$ cat src/rtl/sigmeter_pkg.sv
package sigmeter_pkg;

    typedef enum logic [1:0] {
        ST_IDLE,
        ST_ARM,
        ST_MEAS
    } meas_state_e;

    typedef enum logic [1:0] {
        MD_HF_FREQ,
        MD_LF_FREQ,
        MD_LF_PERIOD
    } meas_mode_e;

    // Gate length in milliseconds for each select code
    function automatic int unsigned gate_ms(input logic [1:0] sel);
        case (sel)
            2'd0:    return 4;
            2'd1:    return 8;
            2'd2:    return 32;
            default: return 64;
        endcase
    endfunction

endpackage

$ cat src/rtl/sigmeter_sync.sv
module sigmeter_sync #(
    parameter int NUM = 2
) (
    input  logic           clk,
    input  logic           rst_n,
    input  logic [NUM-1:0] pin_i,
    output logic [NUM-1:0] level_o,
    output logic [NUM-1:0] rise_o
);

    typedef struct packed {
        logic [NUM-1:0] s1;
        logic [NUM-1:0] s2;
        logic [NUM-1:0] s3;
    } sync_t;

    sync_t sync_d, sync_q;

    always_comb begin
        sync_d    = sync_q;
        sync_d.s1 = pin_i;
        sync_d.s2 = sync_q.s1;
        sync_d.s3 = sync_q.s2;
    end

    always_ff @(posedge clk or negedge rst_n) begin
        if (!rst_n) sync_q <= '0;
        else        sync_q <= sync_d;
    end

    // one edge detector per input
    for (genvar g = 0; g < NUM; g++) begin : g_edge
        assign level_o[g] = sync_q.s2[g];
        assign rise_o[g]  = sync_q.s2[g] & ~sync_q.s3[g];
    end

endmodule

$ cat src/rtl/sigmeter_ctrl.sv
module sigmeter_ctrl
    import sigmeter_pkg::*;
#(
    parameter int TICKS_PER_MS = 1000
) (
    input  logic       clk,
    input  logic       rst_n,
    input  logic       start_i,
    input  logic       en_i,
    input  logic       sel_hf_i,
    input  logic       freq_mode_i,
    input  logic       two_period_i,
    input  logic       integrate_i,
    input  logic [1:0] gate_sel_i,
    input  logic       hf_rise_i,
    input  logic       lf_rise_i,
    input  logic       ref_tick_i,
    output logic       busy_o,
    output logic       done_o,
    output logic       clr_o,
    output logic       inc_o
);

    localparam int MAX_GATE = 64 * TICKS_PER_MS;
    localparam int TICK_W   = (MAX_GATE > 1) ? $clog2(MAX_GATE) : 1;

    typedef struct packed {
        meas_state_e       state;
        meas_mode_e        mode;
        logic              two_per;
        logic [TICK_W-1:0] tick_cnt;
        logic [TICK_W-1:0] gate_last;
        logic              per_cnt;
        logic              div;
        logic              done;
    } ctrl_t;

    ctrl_t ctl_d, ctl_q;
    logic  accept;
    logic  is_period;

    always_comb begin
        ctl_d      = ctl_q;
        ctl_d.done = 1'b0;
        clr_o      = 1'b0;
        inc_o      = 1'b0;
        accept     = en_i && start_i && (ctl_q.state == ST_IDLE);
        is_period  = !sel_hf_i && !freq_mode_i;

        case (ctl_q.state)
            ST_IDLE: begin
                if (accept) begin
                    clr_o           = !integrate_i;
                    ctl_d.mode      = sel_hf_i  ? MD_HF_FREQ :
                                      freq_mode_i ? MD_LF_FREQ : MD_LF_PERIOD;
                    ctl_d.two_per   = two_period_i;
                    ctl_d.tick_cnt  = '0;
                    ctl_d.gate_last = TICK_W'(gate_ms(gate_sel_i) * TICKS_PER_MS - 1);
                    ctl_d.per_cnt   = 1'b0;
                    ctl_d.div       = 1'b0;
                    ctl_d.state     = is_period ? ST_ARM : ST_MEAS;
                end
            end
            ST_ARM: begin
                if (lf_rise_i) ctl_d.state = ST_MEAS;
            end
            ST_MEAS: begin
                if (ctl_q.mode == MD_LF_PERIOD) begin
                    inc_o = ref_tick_i;
                    if (lf_rise_i) begin
                        if (ctl_q.per_cnt == ctl_q.two_per) begin
                            ctl_d.state = ST_IDLE;
                            ctl_d.done  = 1'b1;
                        end else begin
                            ctl_d.per_cnt = 1'b1;
                        end
                    end
                end else begin
                    if (ctl_q.mode == MD_HF_FREQ) begin
                        inc_o = hf_rise_i & ~ctl_q.div;
                        if (hf_rise_i) ctl_d.div = ~ctl_q.div;
                    end else begin
                        inc_o = lf_rise_i;
                    end
                    if (ref_tick_i) begin
                        if (ctl_q.tick_cnt == ctl_q.gate_last) begin
                            ctl_d.state = ST_IDLE;
                            ctl_d.done  = 1'b1;
                        end else begin
                            ctl_d.tick_cnt = ctl_q.tick_cnt + 1'b1;
                        end
                    end
                end
            end
            default: ctl_d.state = ST_IDLE;
        endcase
    end

    always_ff @(posedge clk or negedge rst_n) begin
        if (!rst_n) begin
            ctl_q       <= '0;
            ctl_q.state <= ST_IDLE;
            ctl_q.mode  <= MD_HF_FREQ;
        end else begin
            ctl_q <= ctl_d;
        end
    end

    assign busy_o = (ctl_q.state != ST_IDLE);
    assign done_o = ctl_q.done;

endmodule

$ cat src/rtl/sigmeter_accum.sv
module sigmeter_accum #(
    parameter int CNT_W = 20
) (
    input  logic             clk,
    input  logic             rst_n,
    input  logic             clr_i,
    input  logic             inc_i,
    input  logic             load_i,
    input  logic             shift_i,
    input  logic             en_i,
    input  logic             level_i,
    output logic [CNT_W-1:0] count_o,
    output logic             ovf_o,
    output logic             sdo_o
);

    typedef struct packed {
        logic [CNT_W-1:0] cnt;
        logic             ovf;
        logic [CNT_W-1:0] sh;
    } acc_t;

    acc_t acc_d, acc_q;

    always_comb begin
        acc_d = acc_q;
        if (clr_i) begin
            acc_d.cnt = '0;
            acc_d.ovf = 1'b0;
        end else if (inc_i) begin
            if (&acc_q.cnt) acc_d.ovf = 1'b1;
            else            acc_d.cnt = acc_q.cnt + 1'b1;
        end
        if (load_i)       acc_d.sh = acc_q.cnt;
        else if (shift_i) acc_d.sh = {acc_q.sh[CNT_W-2:0], 1'b0};
    end

    always_ff @(posedge clk or negedge rst_n) begin
        if (!rst_n) acc_q <= '0;
        else        acc_q <= acc_d;
    end

    assign count_o = acc_q.cnt;
    assign ovf_o   = acc_q.ovf;
    assign sdo_o   = en_i ? acc_q.sh[CNT_W-1] : level_i;

endmodule

$ cat src/rtl/sigmeter.sv
module sigmeter #(
    parameter int CNT_W        = 20,
    parameter int TICKS_PER_MS = 1000
) (
    input  logic             clk,
    input  logic             rst_n,
    input  logic             hf_in,
    input  logic             lf_in,
    input  logic             ref_tick,
    input  logic             meter_en,
    input  logic             sel_hf,
    input  logic             freq_mode,
    input  logic             two_period,
    input  logic             integrate,
    input  logic [1:0]       gate_sel,
    input  logic             start,
    input  logic             shift_step,
    output logic [CNT_W-1:0] count,
    output logic             overflow,
    output logic             busy,
    output logic             done,
    output logic             sdo
);

    localparam int NUM_PINS = 2;
    localparam int PIN_LF   = 0;
    localparam int PIN_HF   = 1;

    logic [NUM_PINS-1:0] pin_lvl;
    logic [NUM_PINS-1:0] pin_rise;
    logic                clr;
    logic                inc;
    logic                level_sel;

    sigmeter_sync #(.NUM(NUM_PINS)) i_sync (
        .clk     (clk),
        .rst_n   (rst_n),
        .pin_i   ({hf_in, lf_in}),
        .level_o (pin_lvl),
        .rise_o  (pin_rise)
    );

    sigmeter_ctrl #(.TICKS_PER_MS(TICKS_PER_MS)) i_ctrl (
        .clk          (clk),
        .rst_n        (rst_n),
        .start_i      (start),
        .en_i         (meter_en),
        .sel_hf_i     (sel_hf),
        .freq_mode_i  (freq_mode),
        .two_period_i (two_period),
        .integrate_i  (integrate),
        .gate_sel_i   (gate_sel),
        .hf_rise_i    (pin_rise[PIN_HF]),
        .lf_rise_i    (pin_rise[PIN_LF]),
        .ref_tick_i   (ref_tick),
        .busy_o       (busy),
        .done_o       (done),
        .clr_o        (clr),
        .inc_o        (inc)
    );

    assign level_sel = sel_hf ? pin_lvl[PIN_HF] : pin_lvl[PIN_LF];

    sigmeter_accum #(.CNT_W(CNT_W)) i_accum (
        .clk     (clk),
        .rst_n   (rst_n),
        .clr_i   (clr),
        .inc_i   (inc),
        .load_i  (done),
        .shift_i (shift_step),
        .en_i    (meter_en),
        .level_i (level_sel),
        .count_o (count),
        .ovf_o   (overflow),
        .sdo_o   (sdo)
    );

endmodule

$ cat config.mk
export PLATFORM = sky130hd
export DESIGN_NAME = sigmeter
export DESIGN_NICKNAME = d
export VERILOG_FILES = /design/src/rtl/sigmeter_pkg.sv /design/src/rtl/sigmeter_sync.sv /design/src/rtl/sigmeter_ctrl.sv /design/src/rtl/sigmeter_accum.sv /design/src/rtl/sigmeter.sv
export SDC_FILE = /design/constraint.sdc
export NUM_CORES = 1
export LEC_CHECK = 0
export ABC_AREA = 1
export BUFFER_PORTS_ARGS = -buffer_cell sky130_fd_sc_hd__buf_2
export CELL_PAD_IN_SITES_DETAIL_PLACEMENT = 0
export CELL_PAD_IN_SITES_GLOBAL_PLACEMENT = 2
export CORE_MARGIN = 10
export CORE_UTILIZATION = 36
export CTS_CLUSTER_DIAMETER = 120
export DETAILED_ROUTE_END_ITERATION = 8
export HOLD_SLACK_MARGIN = 0.1
export PLACE_DENSITY = 0.8
export SYNTH_ARGS = -nofsm -noshare
export SYNTH_HDL_FRONTEND = slang
export SYNTH_SLANG_ARGS = --single-unit
$ cat constraint.sdc
create_clock -name clk -period 2.2 [get_ports clk]
set_input_delay 0.33 -clock clk [delete_from_list [all_inputs] [get_ports clk]]
set_output_delay 0.33 -clock clk [all_outputs]
set_load 0.02 [all_outputs]
==> summary.txt, run 1 <==
TIMING
-------------------------------------------------------------------------------------------------
Final WS setup                                                                         -0.0486 ns
Worst slew margin relative to its limit                                                     0.502
Fraction of the cycle the final worst path needs                                             1.02
Slew at the pin closest to its max-slew limit                                            0.746 ns
Achievable clock frequency                                                              0.445 GHz
Number of failing setup endpoints in the final timing report                                    1
Final-report max-slew violation count                                                           0
RSZ-0062 raised after global routing                                                          yes
Post-route clock skew                                                                  0.00673 ns
Final sum of negative setup slack                                                      -0.0486 ns
Number of failing hold endpoints at the final stage                                             0
Min cycle time layout                                                                     2.25 ns

ROUTING
-------------------------------------------------------------------------------------------------
Remaining design rule violation count                                                           0
Total routed wirelength                                                                  14000 um
Total number of vias                                                                         4562
Detail Route Antenna Nets                                                                       0
Routed wire length per instance                                                           15.0 um
Number of detailed-route iterations in the first pass                                           4
Via count normalized by instance count                                                       4.91
1st-iter DRT viols                                                                            190

CLOCK TREE
-------------------------------------------------------------------------------------------------
Clock Path Buffers                                                                              2
Clock edge transition at the registers on the reported setup and hold paths               0.06 ns
Number of buffers inserted during clock tree synthesis                                          9
Worst-Skew Late Latency                                                                   0.34 ns
Total number of clock tree sinks                                                               82
Buffer type at the clock tree root                                                   sky130_fd_sc_hd__clkbuf_16
H-tree depth                                                                                    3
CTS tree                                                                                     done

SETUP PATH
-------------------------------------------------------------------------------------------------
Crit-path cells                                                                      buf_12, clkinvlp_4, ha_4, buf_4, nand2_1, ha_4, inv_2, ha_4, ha_4, ha_4, inv_2, or2_4, nand2_2, nand2_1, nand3_1, nand2_1
Cell repeated most along the worst path                                              sky130_fd_sc_hd__ha_4
WS Path Type                                                                               in2reg
Crit-path max FO                                                                                6
Endpoint class of the critical path                                                     flip-flop
Arrival time of the worst setup path                                                      2.48 ns
CP peak stage delay                                                                       0.26 ns
Slowest-stage cell, CP                                                               sky130_fd_sc_hd__ha_4
Worst Path Required                                                                       2.43 ns
Type of origin of the critical path                                                  primary input

POWER
-------------------------------------------------------------------------------------------------
Combinational Power Share                                                                   0.322
Worst-case vdd ir drop                                                                   0.402 mV
Power density normalized to cell area                                                 833 mW/mm^2
Leakage dissipation                                                                    0.00291 uW
Cell-internal power                                                                       3320 uW
Net switching power                                                                       1960 uW
Clock network power share                                                                   0.288
Sw Share                                                                                    0.372
Part of the power in registers                                                              0.390

FLOORPLANNING
-------------------------------------------------------------------------------------------------
Die ar.                                                                              0.0202 sq mm
Count of pins on the block boundary                                                            38
Site Rows                                                                                      44
Initial standard-cell utilization of the core                                               0.369
Die width                                                                                  142 um
Vertical die dimension                                                                     142 um
Placeable core region                                                                0.0146 sq mm

GRT
-------------------------------------------------------------------------------------------------
Maximum number of pins on one net before global-route repair                                   47
Residual overflow from global routing                                                           0
Antenna violations before repair                                                                0
Total routing usage reported by global routing                                              0.143
First-pass GRT wire length                                                               23500 um
Via count of the first global-routing pass                                                   4595

FINISH
-------------------------------------------------------------------------------------------------
Layout cells sized above 1                                                                  0.253
Post-route insts no fill                                                                      930
Net count reported at finish                                                                  776
# diodes                                                                                        0
Layout overhead on the synthesized area                                                     17.6%
Fraction of the core area covered by cells at the end of the flow                           0.434
Final instance area                                                                  0.00633 sq mm

PLACE
-------------------------------------------------------------------------------------------------
Post-detailed-placement half-perimeter wirelength                                        10400 um
Placed cell count                                                                             909
Setup slack after placement                                                             -0.577 ns
Number of port buffers                                                                         37
Final weighted congestion in routability-driven placement                                   0.824
Cell area reported after detailed placement                                          0.00593 sq mm

YOSYS
-------------------------------------------------------------------------------------------------
Post-synth top cells                                                                 sky130_fd_sc_hd__nand2_1, sky130_fd_sc_hd__nor2_1, sky130_fd_sc_hd__dfrtp_1
Fraction of registers with async set/reset                                                   1.00
Biggest area consumer among synthesized cells                                        sky130_fd_sc_hd__dfrtp_1
Register bit total from synthesis                                                              82
Cell with the most instances after synthesis                                         sky130_fd_sc_hd__nand2_1
Mean post-synth cell area                                                              7.70 sq um
Fraction of synthesized cell area taken by the top area cell type                           0.381
Number of nets in the synthesized netlist                                                     734
Total standard cell area after synthesis                                             0.00538 sq mm
Top area cells in the synthesized netlist                                            sky130_fd_sc_hd__dfrtp_1, sky130_fd_sc_hd__nand2_1, sky130_fd_sc_hd__nor2_1
Cell count after synthesis                                                                    699
Part of the Yosys area used for sequential elements                                         0.381
EDFF count, synth                                                                               0
Primary FF master, synth                                                             sky130_fd_sc_hd__dfrtp_1
Synthesis warning total                                                                         0
Number of distinct library cell variants in the gate-level netlist after synthesis             45

STATUS
-------------------------------------------------------------------------------------------------
Failing checks                                                                       negative setup slack
Outcome                                                                              finished with violations

HOLD PATH
-------------------------------------------------------------------------------------------------
Tightest Hold Check Type                                                                   in2reg

FLOW RUN
-------------------------------------------------------------------------------------------------
Total of max-cap violations                                                                     0

-- layout make-up --
type,count,area (sq um)
Clock inverter,5,53.8
Fill cell,1475,8260
Tap cell,184,230
Multi-Input combinational cell,501,2960
Sequential cell,82,2050
Inverter,76,298
Timing Repair Buffer,71,493
Clock buffer,11,243
-- through the flow --
stage	total power (uW)	hold WS [ns]
after floorplan	3380	0.0344
after global placement	3760	0.335
after detailed placement	3790	0.345
after CTS	5360	0.177
after global routing	5680	0.188
final	5280	0.186
-- state kept, by name, indices dropped and copies added, names as in the netlist --
register,count
i_ctrl.ctl_q,34
i_accum.acc_q,20
i_accum.count_o,20
i_sync.level_o,2
i_sync.sync_d,2
i_sync.sync_q,2
i_accum.ovf_o,1
i_ctrl.done_o,1
-- final timing paths --
path                                  startpoint  cells after the start                 end  slack (ns)
worst max-delay path                 gate_sel[0]                     16    i_ctrl.ctl_q[16]       -0.05
worst min-delay path                  two_period                      3    i_ctrl.ctl_q[35]        0.19
worst max register to register  i_ctrl.ctl_q[19]                      9    i_ctrl.ctl_q[33]        0.38
worst min register to register  i_sync.sync_d[2]                      0   i_sync.level_o[0]        0.35
max in group asynchronous                  rst_n                      3   i_sync.level_o[1]        0.95
min in group asynchronous                  rst_n                      2  i_accum.count_o[2]        0.57
-- per-layer routing --
metal | part of all wire | vias to the layer above | track usage
li1 | - | 2324 | -
met1 | 0.44 | 2149 | 0.170
met2 | 0.51 | 71 | 0.250
met3 | 0.032 | 18 | 0.0304
met4 | 0.020 | 0 | 0.0511
met5 | 0 | - | 0
-- power groups by stage --
| stage | sequential (uW) | clock (uW) | combinational [uW] |
|---|---|---|---|
| floorplan | 2000 | 0 | 1380 |
| global placement | 2080 | 0 | 1680 |
| detailed placement | 2090 | 0 | 1700 |
| CTS | 2060 | 1570 | 1720 |
| global route | 2110 | 1640 | 1930 |
| finish | 2060 | 1520 | 1700 |
-- cell usage in the layout, fill, tap and decap left out, types with 21 or more instances in the layout --
cell,Yosys,layout
sky130_fd_sc_hd__nand2_2,19,21
sky130_fd_sc_hd__buf_2,2,34
sky130_fd_sc_hd__inv_1,68,60
sky130_fd_sc_hd__nor2_1,87,87
sky130_fd_sc_hd__nand2_1,166,164
sky130_fd_sc_hd__o21ai_0,25,21
sky130_fd_sc_hd__nand3_1,32,32
sky130_fd_sc_hd__buf_4,20,31
sky130_fd_sc_hd__o21ai_2,26,27
sky130_fd_sc_hd__dfrtp_1,82,82
-- what timing repair did --
action	in CTS	in global routing
hold buffers	3	0
hold endpoints to repair	46	0
setup buffers	1	1
resized for setup	6	8
pin swaps	6	6
endpoints found under the setup margin	3	3
-- critical path: cells and delay by family --
| kind | cells | cell delay [ns] |
|---|---|---|
| adder cells (fa/ha/maj) | 5 | 1.09 |
| AND/OR/NAND/NOR | 6 | 0.56 |
| buffers and inverters | 5 | 0.47 |
-- logic make-up after synthesis --
group	synth area share
fa+ha+maj	0.0488
simple gates	0.299
buf+inv	0.104
flops	0.381
compound gates	0.136
xor+xnor	0.0309
Note: power is estimated with default switching activity, not from simulation.
==> run 2: changes to the inputs <==
--- a/config.mk
+++ b/config.mk
@@ -15,6 +15,7 @@
 export DETAILED_ROUTE_END_ITERATION = 8
 export HOLD_SLACK_MARGIN = 0.1
 export PLACE_DENSITY = 0.8
+export REMOVE_ABC_BUFFERS = 1
 export SYNTH_ARGS = -nofsm -noshare
 export SYNTH_HDL_FRONTEND = slang
 export SYNTH_SLANG_ARGS = --single-unit
==> run 2 against run 1 <==
  * The flow still finishes with violations (negative setup slack)
  * Routed wire length fell by 1.5%
  * Sequential share of layout area rose by 0.12 points
  * Highest routed layer unchanged
  * Fmax fell by 2.0%
  * Combinational power fell by 3%
  * Die area did not move
==> summary.txt, run 2 (synthesized netlist as in run 1, its figures left out) <==
STATUS
------------------------------------------------------------------------------------------
Outcome                                                                       finished with violations
Failing checks                                                                negative setup slack

SETUP PATH
------------------------------------------------------------------------------------------
Arrival time of the worst setup path                                               2.52 ns   +0.04 ns
Number of gates on the worst path with buffers counted                                  17   +1
CP peak stage delay                                                                0.28 ns   +0.02 ns
Type of origin of the critical path                                           primary input
Capture point of the worst reg-to-reg path                                    i_accum.count_o[15]
Top Family by Delay on Critical Path                                           adder cells
Slowest-stage cell, CP                                                        sky130_fd_sc_hd__ha_1
Launching instance or port of the critical path                                gate_sel[1]
Launching point of the worst reg2reg path                                     i_accum.count_o[1]
Endpoint class of the critical path                                              flip-flop
WS Path Type                                                                        in2reg
Worst R2R Path Depth                                                                    10   +1
Worst Path Required                                                                2.43 ns   about the same
Crit path to                                                                  i_ctrl.ctl_q[16]
Setup slack of the most critical reg-to-reg path                                   0.27 ns   -0.11 ns
Crit-path cells                                                               buf_8, buf_6, ha_4, inv_2, ha_4, inv_4, xor2_1, ha_1, ha_1, ha_2, o21ai_2, o21ai_2, or2_4, nand2_2, nand2_1, nand3_1, nand2_1
Crit-path max FO                                                                         4   -2
WP buf/inv                                                                               4   -1

TIMING
------------------------------------------------------------------------------------------
RSZ-0062 raised after global routing                                                   yes
Final sum of negative setup slack                                               -0.0992 ns   -0.0506 ns
Worst slew margin relative to its limit                                              0.567   +0.0646
Fraction of the cycle the final worst path needs                                      1.04   +0.0212
Smallest hold slack                                                               0.185 ns   -0.000798 ns
Final WS setup                                                                  -0.0952 ns   -0.0466 ns
Number of failing hold endpoints at the final stage                                      0   unchanged
Achievable clock frequency                                                       0.436 GHz   -2.0%
Slew at the pin closest to its max-slew limit                                     0.649 ns   -0.0968 ns
Final-report max-slew violation count                                                    0   unchanged
Number of failing setup endpoints in the final timing report                             2   +1
Post-route clock skew                                                           0.00847 ns   +0.00173 ns
Min cycle time layout                                                              2.30 ns   +0.0466 ns

CLOCK TREE
------------------------------------------------------------------------------------------
Clock Path Buffers                                                                       2   unchanged
Buffer type at the clock tree root                                            sky130_fd_sc_hd__clkbuf_16
Number of buffers inserted during clock tree synthesis                                   9   unchanged
Worst-Skew Late Latency                                                            0.34 ns   about the same
Total number of clock tree sinks                                                        82   unchanged
CTS tree                                                                              done
H-tree depth                                                                             3   unchanged
Clock edge transition at the registers on the reported setup and hold paths        0.06 ns   about the same

POWER
------------------------------------------------------------------------------------------
Worst-case vdd ir drop                                                            0.507 mV   +26%
Leakage dissipation                                                             0.00293 uW   +0.64%
Power density normalized to cell area                                          836 mW/mm^2   +0.36%
Total Power Consumption                                                            5280 uW   about the same

FLOORPLANNING
------------------------------------------------------------------------------------------
Placeable core region                                                         0.0146 sq mm   unchanged
Count of pins on the block boundary                                                     38   unchanged
Site Rows                                                                               44   unchanged
Die ar.                                                                       0.0202 sq mm   unchanged
Vertical die dimension                                                              142 um   unchanged
Initial standard-cell utilization of the core                                        0.369   unchanged
Die width                                                                           142 um   unchanged

FLOW RUN
------------------------------------------------------------------------------------------
Total of max-cap violations                                                              0   unchanged

PLACE
------------------------------------------------------------------------------------------
Number of port buffers                                                                  37   unchanged
Post-detailed-placement half-perimeter wirelength                                 10200 um   -1.6%
Final weighted congestion in routability-driven placement                            0.838   +1.7%
Setup slack after placement                                                      -0.808 ns   -0.231 ns

HOLD PATH
------------------------------------------------------------------------------------------
Hold Crit Start                                                                 two_period
Tightest Hold Check Type                                                            in2reg
Worst hold path cell count                                                               3   unchanged

ROUTING
------------------------------------------------------------------------------------------
Remaining design rule violation count                                                    0   unchanged
Routed wire length per instance                                                    14.8 um   -1.8%
Detail Route Antenna Nets                                                                0   unchanged
Via count normalized by instance count                                                4.90   about the same
Total routed wirelength                                                           13800 um   -1.5%
1st-iter DRT viols                                                                     227   +19%
Number of detailed-route iterations in the first pass                                    5   +1
Total number of vias                                                                  4575   +0.28%

FINISH
------------------------------------------------------------------------------------------
Number of flip-flops in the largest register                                            34   unchanged
Register bank with the most flops                                             i_ctrl.ctl_q
Commonest non-fill, non-tap cell in the layout                                sky130_fd_sc_hd__nand2_1
Net count reported at finish                                                           779   +0.39%
Filler cells                                                                          1463   -0.81%
Layout cells sized above 1                                                           0.256   +0.00299
# diodes                                                                                 0   unchanged
Layout overhead on the synthesized area                                              17.2%
Most frequent cells in the layout                                             sky130_fd_sc_hd__nand2_1, sky130_fd_sc_hd__nor2_1, sky130_fd_sc_hd__dfrtp_1

GRT
------------------------------------------------------------------------------------------
Total routing usage reported by global routing                                       0.142   -0.00119
Residual overflow from global routing                                                    0   unchanged
Maximum number of pins on one net before global-route repair                            38   -19%
First-pass GRT wire length                                                        23400 um   -0.47%
Via count of the first global-routing pass                                            4628   +0.72%
Antenna violations before repair                                                         0   unchanged

[run 2: cell count changes in the layout (fill, tap and decap cells not counted), moves of 2 or more]
cell,previous run,this run
sky130_fd_sc_hd__inv_4,3,1
sky130_fd_sc_hd__nor2_1,87,85
sky130_fd_sc_hd__ha_2,1,3
sky130_fd_sc_hd__inv_6,0,4
sky130_fd_sc_hd__ha_4,12,7
sky130_fd_sc_hd__clkinv_2,4,1
sky130_fd_sc_hd__clkinv_4,1,3
sky130_fd_sc_hd__ha_1,8,11
sky130_fd_sc_hd__buf_6,0,2
[run 2: area by class of cell]
| class | instances | area [sq um] | share of cell area |
|---|---|---|---|
| multi-input combinational | 501 | 2910 | 0.461 |
| sequential | 82 | 2050 | 0.325 |
| tap | 184 | 230 | 0.0365 |
| clock buffer | 10 | 229 | 0.0363 |
| clock inverter | 6 | 73.8 | 0.0117 |
| timing repair buffer | 74 | 518 | 0.0821 |
| inverter | 76 | 299 | 0.0474 |
[run 2: worst reg2reg max path, cell delays in order, from the launching register on]
cell                      delay [ns]
sky130_fd_sc_hd__dfrtp_1        0.45
sky130_fd_sc_hd__ha_1           0.29
sky130_fd_sc_hd__nand3_2        0.14
sky130_fd_sc_hd__inv_2          0.10
sky130_fd_sc_hd__nand2_4        0.09
sky130_fd_sc_hd__nor2_8         0.11
sky130_fd_sc_hd__nand3_4        0.10
sky130_fd_sc_hd__a21oi_4        0.19
sky130_fd_sc_hd__buf_12         0.23
sky130_fd_sc_hd__nand2_1        0.10
sky130_fd_sc_hd__o21ai_2        0.06
[run 2: layer usage]
metal	vias to the layer above	global-route usage	wire (um)
li1	2344	-	-
met1	2160	0.198	7080
met2	61	0.215	6070
met3	10	0.0294	534
met4	0	0.0425	94
met5	-	0	0
[run 2: what timing repair did]
item | in CTS | in global routing
hold endpoints to repair | 37 | 0
pin swaps | 18 | 7
buffers inserted | 0 | 0
resized for setup | 41 | 7
hold buffers | 3 | 0
setup endpoints to repair | 3 | 3
[run 2: worst min-delay path by stage]
stage	end	slack, ns
after floorplan	i_accum.acc_q[0]	0.03
after global placement	i_accum.count_o[19]	0.34
after detailed placement	i_accum.count_o[19]	0.34
after CTS	i_ctrl.ctl_q[35]	0.17
after global routing	i_ctrl.ctl_q[35]	0.20
final	i_ctrl.ctl_q[35]	0.18
[run 2: per-stage QoR]
stage	instances	util	area, sq um
global route	933	0.432	6310
floorplan	659	-	5110
CTS	933	0.430	6280
global placement	914	0.398	5810
finish	933	0.432	6310
detailed placement	914	0.398	5810
[run 2: power by group]
part | internal, uW | total (uW) | switching [uW]
combinational | 598 | 1650 | 1050
clock | 895 | 1560 | 662
sequential | 1790 | 2070 | 279
total | 3280 | 5280 | 1990
==> run 3: changes to the inputs <==
--- a/config.mk
+++ b/config.mk
@@ -7,15 +7,14 @@
 export LEC_CHECK = 0
 export ABC_AREA = 1
 export BUFFER_PORTS_ARGS = -buffer_cell sky130_fd_sc_hd__buf_2
-export CELL_PAD_IN_SITES_DETAIL_PLACEMENT = 0
-export CELL_PAD_IN_SITES_GLOBAL_PLACEMENT = 2
 export CORE_MARGIN = 10
-export CORE_UTILIZATION = 36
+export CORE_UTILIZATION = 55
 export CTS_CLUSTER_DIAMETER = 120
 export DETAILED_ROUTE_END_ITERATION = 8
 export HOLD_SLACK_MARGIN = 0.1
-export PLACE_DENSITY = 0.8
+export PLACE_DENSITY = 0.74
 export REMOVE_ABC_BUFFERS = 1
+export SLEW_MARGIN = 20
 export SYNTH_ARGS = -nofsm -noshare
 export SYNTH_HDL_FRONTEND = slang
 export SYNTH_SLANG_ARGS = --single-unit
==> run 3 against run 2 <==
  * The run now ends clean
  * Via count rose by 1.6%
  * Worst setup slack better by 0.14 ns
  * Sequential share of layout area rose by 0.58 points
  * Combinational power is essentially flat
  * Register-to-register slack worse by 0.08 ns
  * Final cell count decreased by 6.0%
  * Total power down 9.0%
==> summary.txt, run 3 (synthesized netlist as in run 1, its figures left out) <==
SETUP PATH
------------------------------------------------------------------------------------------
Slowest-stage cell, CP                                                        sky130_fd_sc_hd__ha_4
Arrival time of the worst setup path                                               2.40 ns   -0.12 ns
Crit-path max FO                                                                         5   +1
Number of gates on the worst path with buffers counted                                  17   unchanged
Launching point of the worst reg2reg path                                     i_accum.count_o[1]
WP buf/inv                                                                               6   +2
Setup slack of the most critical reg-to-reg path                                   0.19 ns   -0.08 ns
Cell repeated most along the worst path                                       sky130_fd_sc_hd__ha_4
Endpoint class of the critical path                                              flip-flop
Crit-path cells                                                               buf_12, clkinv_8, ha_4, inv_2, ha_4, inv_4, ha_4, inv_2, ha_4, ha_4, ha_4, inv_2, or2_4, nand2_2, nand2_1, nand3_1, nand2_1
WS Path Type                                                                        in2reg
Top Family by Delay on Critical Path                                           adder cells
Worst R2R Path Depth                                                                    10   unchanged
Type of origin of the critical path                                           primary input
CP peak stage delay                                                                0.26 ns   -0.02 ns
Worst Path Required                                                                2.45 ns   +0.02 ns
Capture point of the worst reg-to-reg path                                    i_accum.count_o[14]

GRT
------------------------------------------------------------------------------------------
Total routing usage reported by global routing                                       0.177   +0.0345
Residual overflow from global routing                                                    0   unchanged
Antenna violations before repair                                                         0   unchanged
Via count of the first global-routing pass                                            4543   -1.8%
Maximum number of pins on one net before global-route repair                            45   +18%
First-pass GRT wire length                                                        21200 um   -9.2%

TIMING
------------------------------------------------------------------------------------------
Min cycle time layout                                                              2.15 ns   -0.143 ns
Worst slew margin relative to its limit                                              0.579   +0.0120
Number of failing setup endpoints in the final timing report                             0   -2
Number of failing hold endpoints at the final stage                                      0   unchanged
Achievable clock frequency                                                       0.465 GHz   +6.7%
Fraction of the cycle the final worst path needs                                     0.978   -0.0651
Final sum of negative setup slack                                                     0 ns   +0.0992 ns
RSZ-0062 raised after global routing                                                   yes
Final-report max-slew violation count                                                    0   unchanged
Slew at the pin closest to its max-slew limit                                     0.631 ns   -0.0179 ns
Final WS setup                                                                   0.0480 ns   +0.143 ns
Post-route clock skew                                                            0.0119 ns   +0.00346 ns

CLOCK TREE
------------------------------------------------------------------------------------------
Buffer type at the clock tree root                                            sky130_fd_sc_hd__clkbuf_8
Worst-Skew Late Latency                                                            0.36 ns   +0.02 ns
Clock Path Buffers                                                                       2   unchanged
Number of buffers inserted during clock tree synthesis                                   9   unchanged
Clock edge transition at the registers on the reported setup and hold paths        0.09 ns   +0.03 ns
H-tree depth                                                                             3   unchanged
CTS tree                                                                              done
Total number of clock tree sinks                                                        82   unchanged

FINISH
------------------------------------------------------------------------------------------
Layout cells sized above 1                                                           0.261   +0.00441
Most frequent cells in the layout                                             sky130_fd_sc_hd__nand2_1, sky130_fd_sc_hd__nor2_1, sky130_fd_sc_hd__dfrtp_1
Flip-flop and latch area                                                      0.00205 sq mm   unchanged
Register bank with the most flops                                             i_ctrl.ctl_q
Commonest non-fill, non-tap cell in the layout                                sky130_fd_sc_hd__nand2_1
Footprint of the multi-input gates                                            0.00300 sq mm   +3.1%
Layout overhead on the synthesized area                                              15.1%
Number of flip-flops in the largest register                                            34   unchanged
Fraction of the core area covered by cells at the end of the flow                    0.643   +0.211
Filler cells                                                                           845   -42%
# diodes                                                                                 0   unchanged
Net count reported at finish                                                           774   -0.64%

PLACE
------------------------------------------------------------------------------------------
Final weighted congestion in routability-driven placement                            0.912   +8.8%
Setup slack after placement                                                      -0.824 ns   -0.0155 ns
Number of port buffers                                                                  37   unchanged
Post-detailed-placement half-perimeter wirelength                                  8970 um   -12%

POWER
------------------------------------------------------------------------------------------
Total Power Consumption                                                            4800 uW   -9.0%
Clock network power share                                                            0.220   -0.075
Part of the power in registers                                                       0.431   +0.039
Worst-case vdd ir drop                                                            0.551 mV   +8.7%
Cell-internal power                                                                2850 uW   -13%
Combinational Power Share                                                            0.350   +0.037
Leakage dissipation                                                             0.00285 uW   -2.4%
Sw Share                                                                             0.406   +0.0276
Power density normalized to cell area                                          775 mW/mm^2   -7.4%
Net switching power                                                                1950 uW   -2.3%

ROUTING
------------------------------------------------------------------------------------------
Detail Route Antenna Nets                                                                0   unchanged
Routed wire length per instance                                                    14.3 um   -2.9%
Number of detailed-route iterations in the first pass                                    5   unchanged
Remaining design rule violation count                                                    0   unchanged
Total number of vias                                                                  4649   +1.6%
Via count normalized by instance count                                                5.30   +8.1%
Total routed wirelength                                                           12600 um   -8.7%
1st-iter DRT viols                                                                     342   +51%

FLOORPLANNING
------------------------------------------------------------------------------------------
Die ar.                                                                       0.0141 sq mm   -30%
Count of pins on the block boundary                                                     38   unchanged
Placeable core region                                                         0.00964 sq mm   -34%
Site Rows                                                                               36   -18%
Vertical die dimension                                                              119 um   -16%
Initial standard-cell utilization of the core                                        0.558   +0.189
Die width                                                                           119 um   -16%

STATUS
------------------------------------------------------------------------------------------
Outcome                                                                       complete, no violations

HOLD PATH
------------------------------------------------------------------------------------------
Hold Crit Start                                                                 two_period
Tightest Hold Check Type                                                            in2reg
Capture endpoint of the worst hold path                                       i_ctrl.ctl_q[35]
Worst hold path cell count                                                               3   unchanged

FLOW RUN
------------------------------------------------------------------------------------------
Total of max-cap violations                                                              0   unchanged

run 3: cell type report:
class / instances / share of cell area
clock inverter: 6 / 0.00767
clock buffer: 10 / 0.0222
multi-input combinational: 501 / 0.483
tap: 133 / 0.0269
sequential: 82 / 0.331
timing repair buffer: 69 / 0.0777
inverter: 76 / 0.0511
run 3: routing by layer:
| metal | wire [um] | global-route usage |
|---|---|---|
| met1 | 5890 | 0.235 |
| met2 | 5850 | 0.286 |
| met3 | 611 | 0.0260 |
| met4 | 228 | 0.0641 |
| met5 | 0 | 0 |
run 3: through the flow:
stage               cell area (sq um)  std cells  hold slack [ns]
floorplan                        5110        659           0.0344
global placement                 5670        855            0.336
detailed placement               5670        855            0.340
CTS                              6070        876            0.157
global route                     6200        877            0.193
finish                           6200        877            0.163
run 3: power by group through the flow:
stage / registers (uW) / clock network, uW / logic (uW)
floorplan: 2080 / 0 / 1080
finish: 2070 / 1050 / 1680
detailed placement: 2090 / 0 / 1580
global placement: 2070 / 0 / 1540
CTS: 2060 / 1080 / 1630
global route: 2110 / 1140 / 1900
run 3: worst min-delay path: stages:
cell	delay (ns)
sky130_fd_sc_hd__buf_2	0.07
sky130_fd_sc_hd__nand2_1	0.04
sky130_fd_sc_hd__nand2_1	0.05
run 3: worst max path at each step:
stage,end,from
CTS,i_ctrl.ctl_q[16],gate_sel[0]
floorplan,i_ctrl.ctl_q[16],gate_sel[0]
finish,i_ctrl.ctl_q[16],gate_sel[0]
global route,i_ctrl.ctl_q[17],gate_sel[0]
global placement,i_ctrl.ctl_q[16],gate_sel[0]
detailed placement,i_ctrl.ctl_q[16],gate_sel[0]
run 3: repair_timing:
item	CTS	global route
endpoints found under the setup margin	3	3
buffers inserted	2	1
hold buffers	3	0
pin swaps	15	10
endpoints found under the hold margin	40	0
resized for setup	45	22
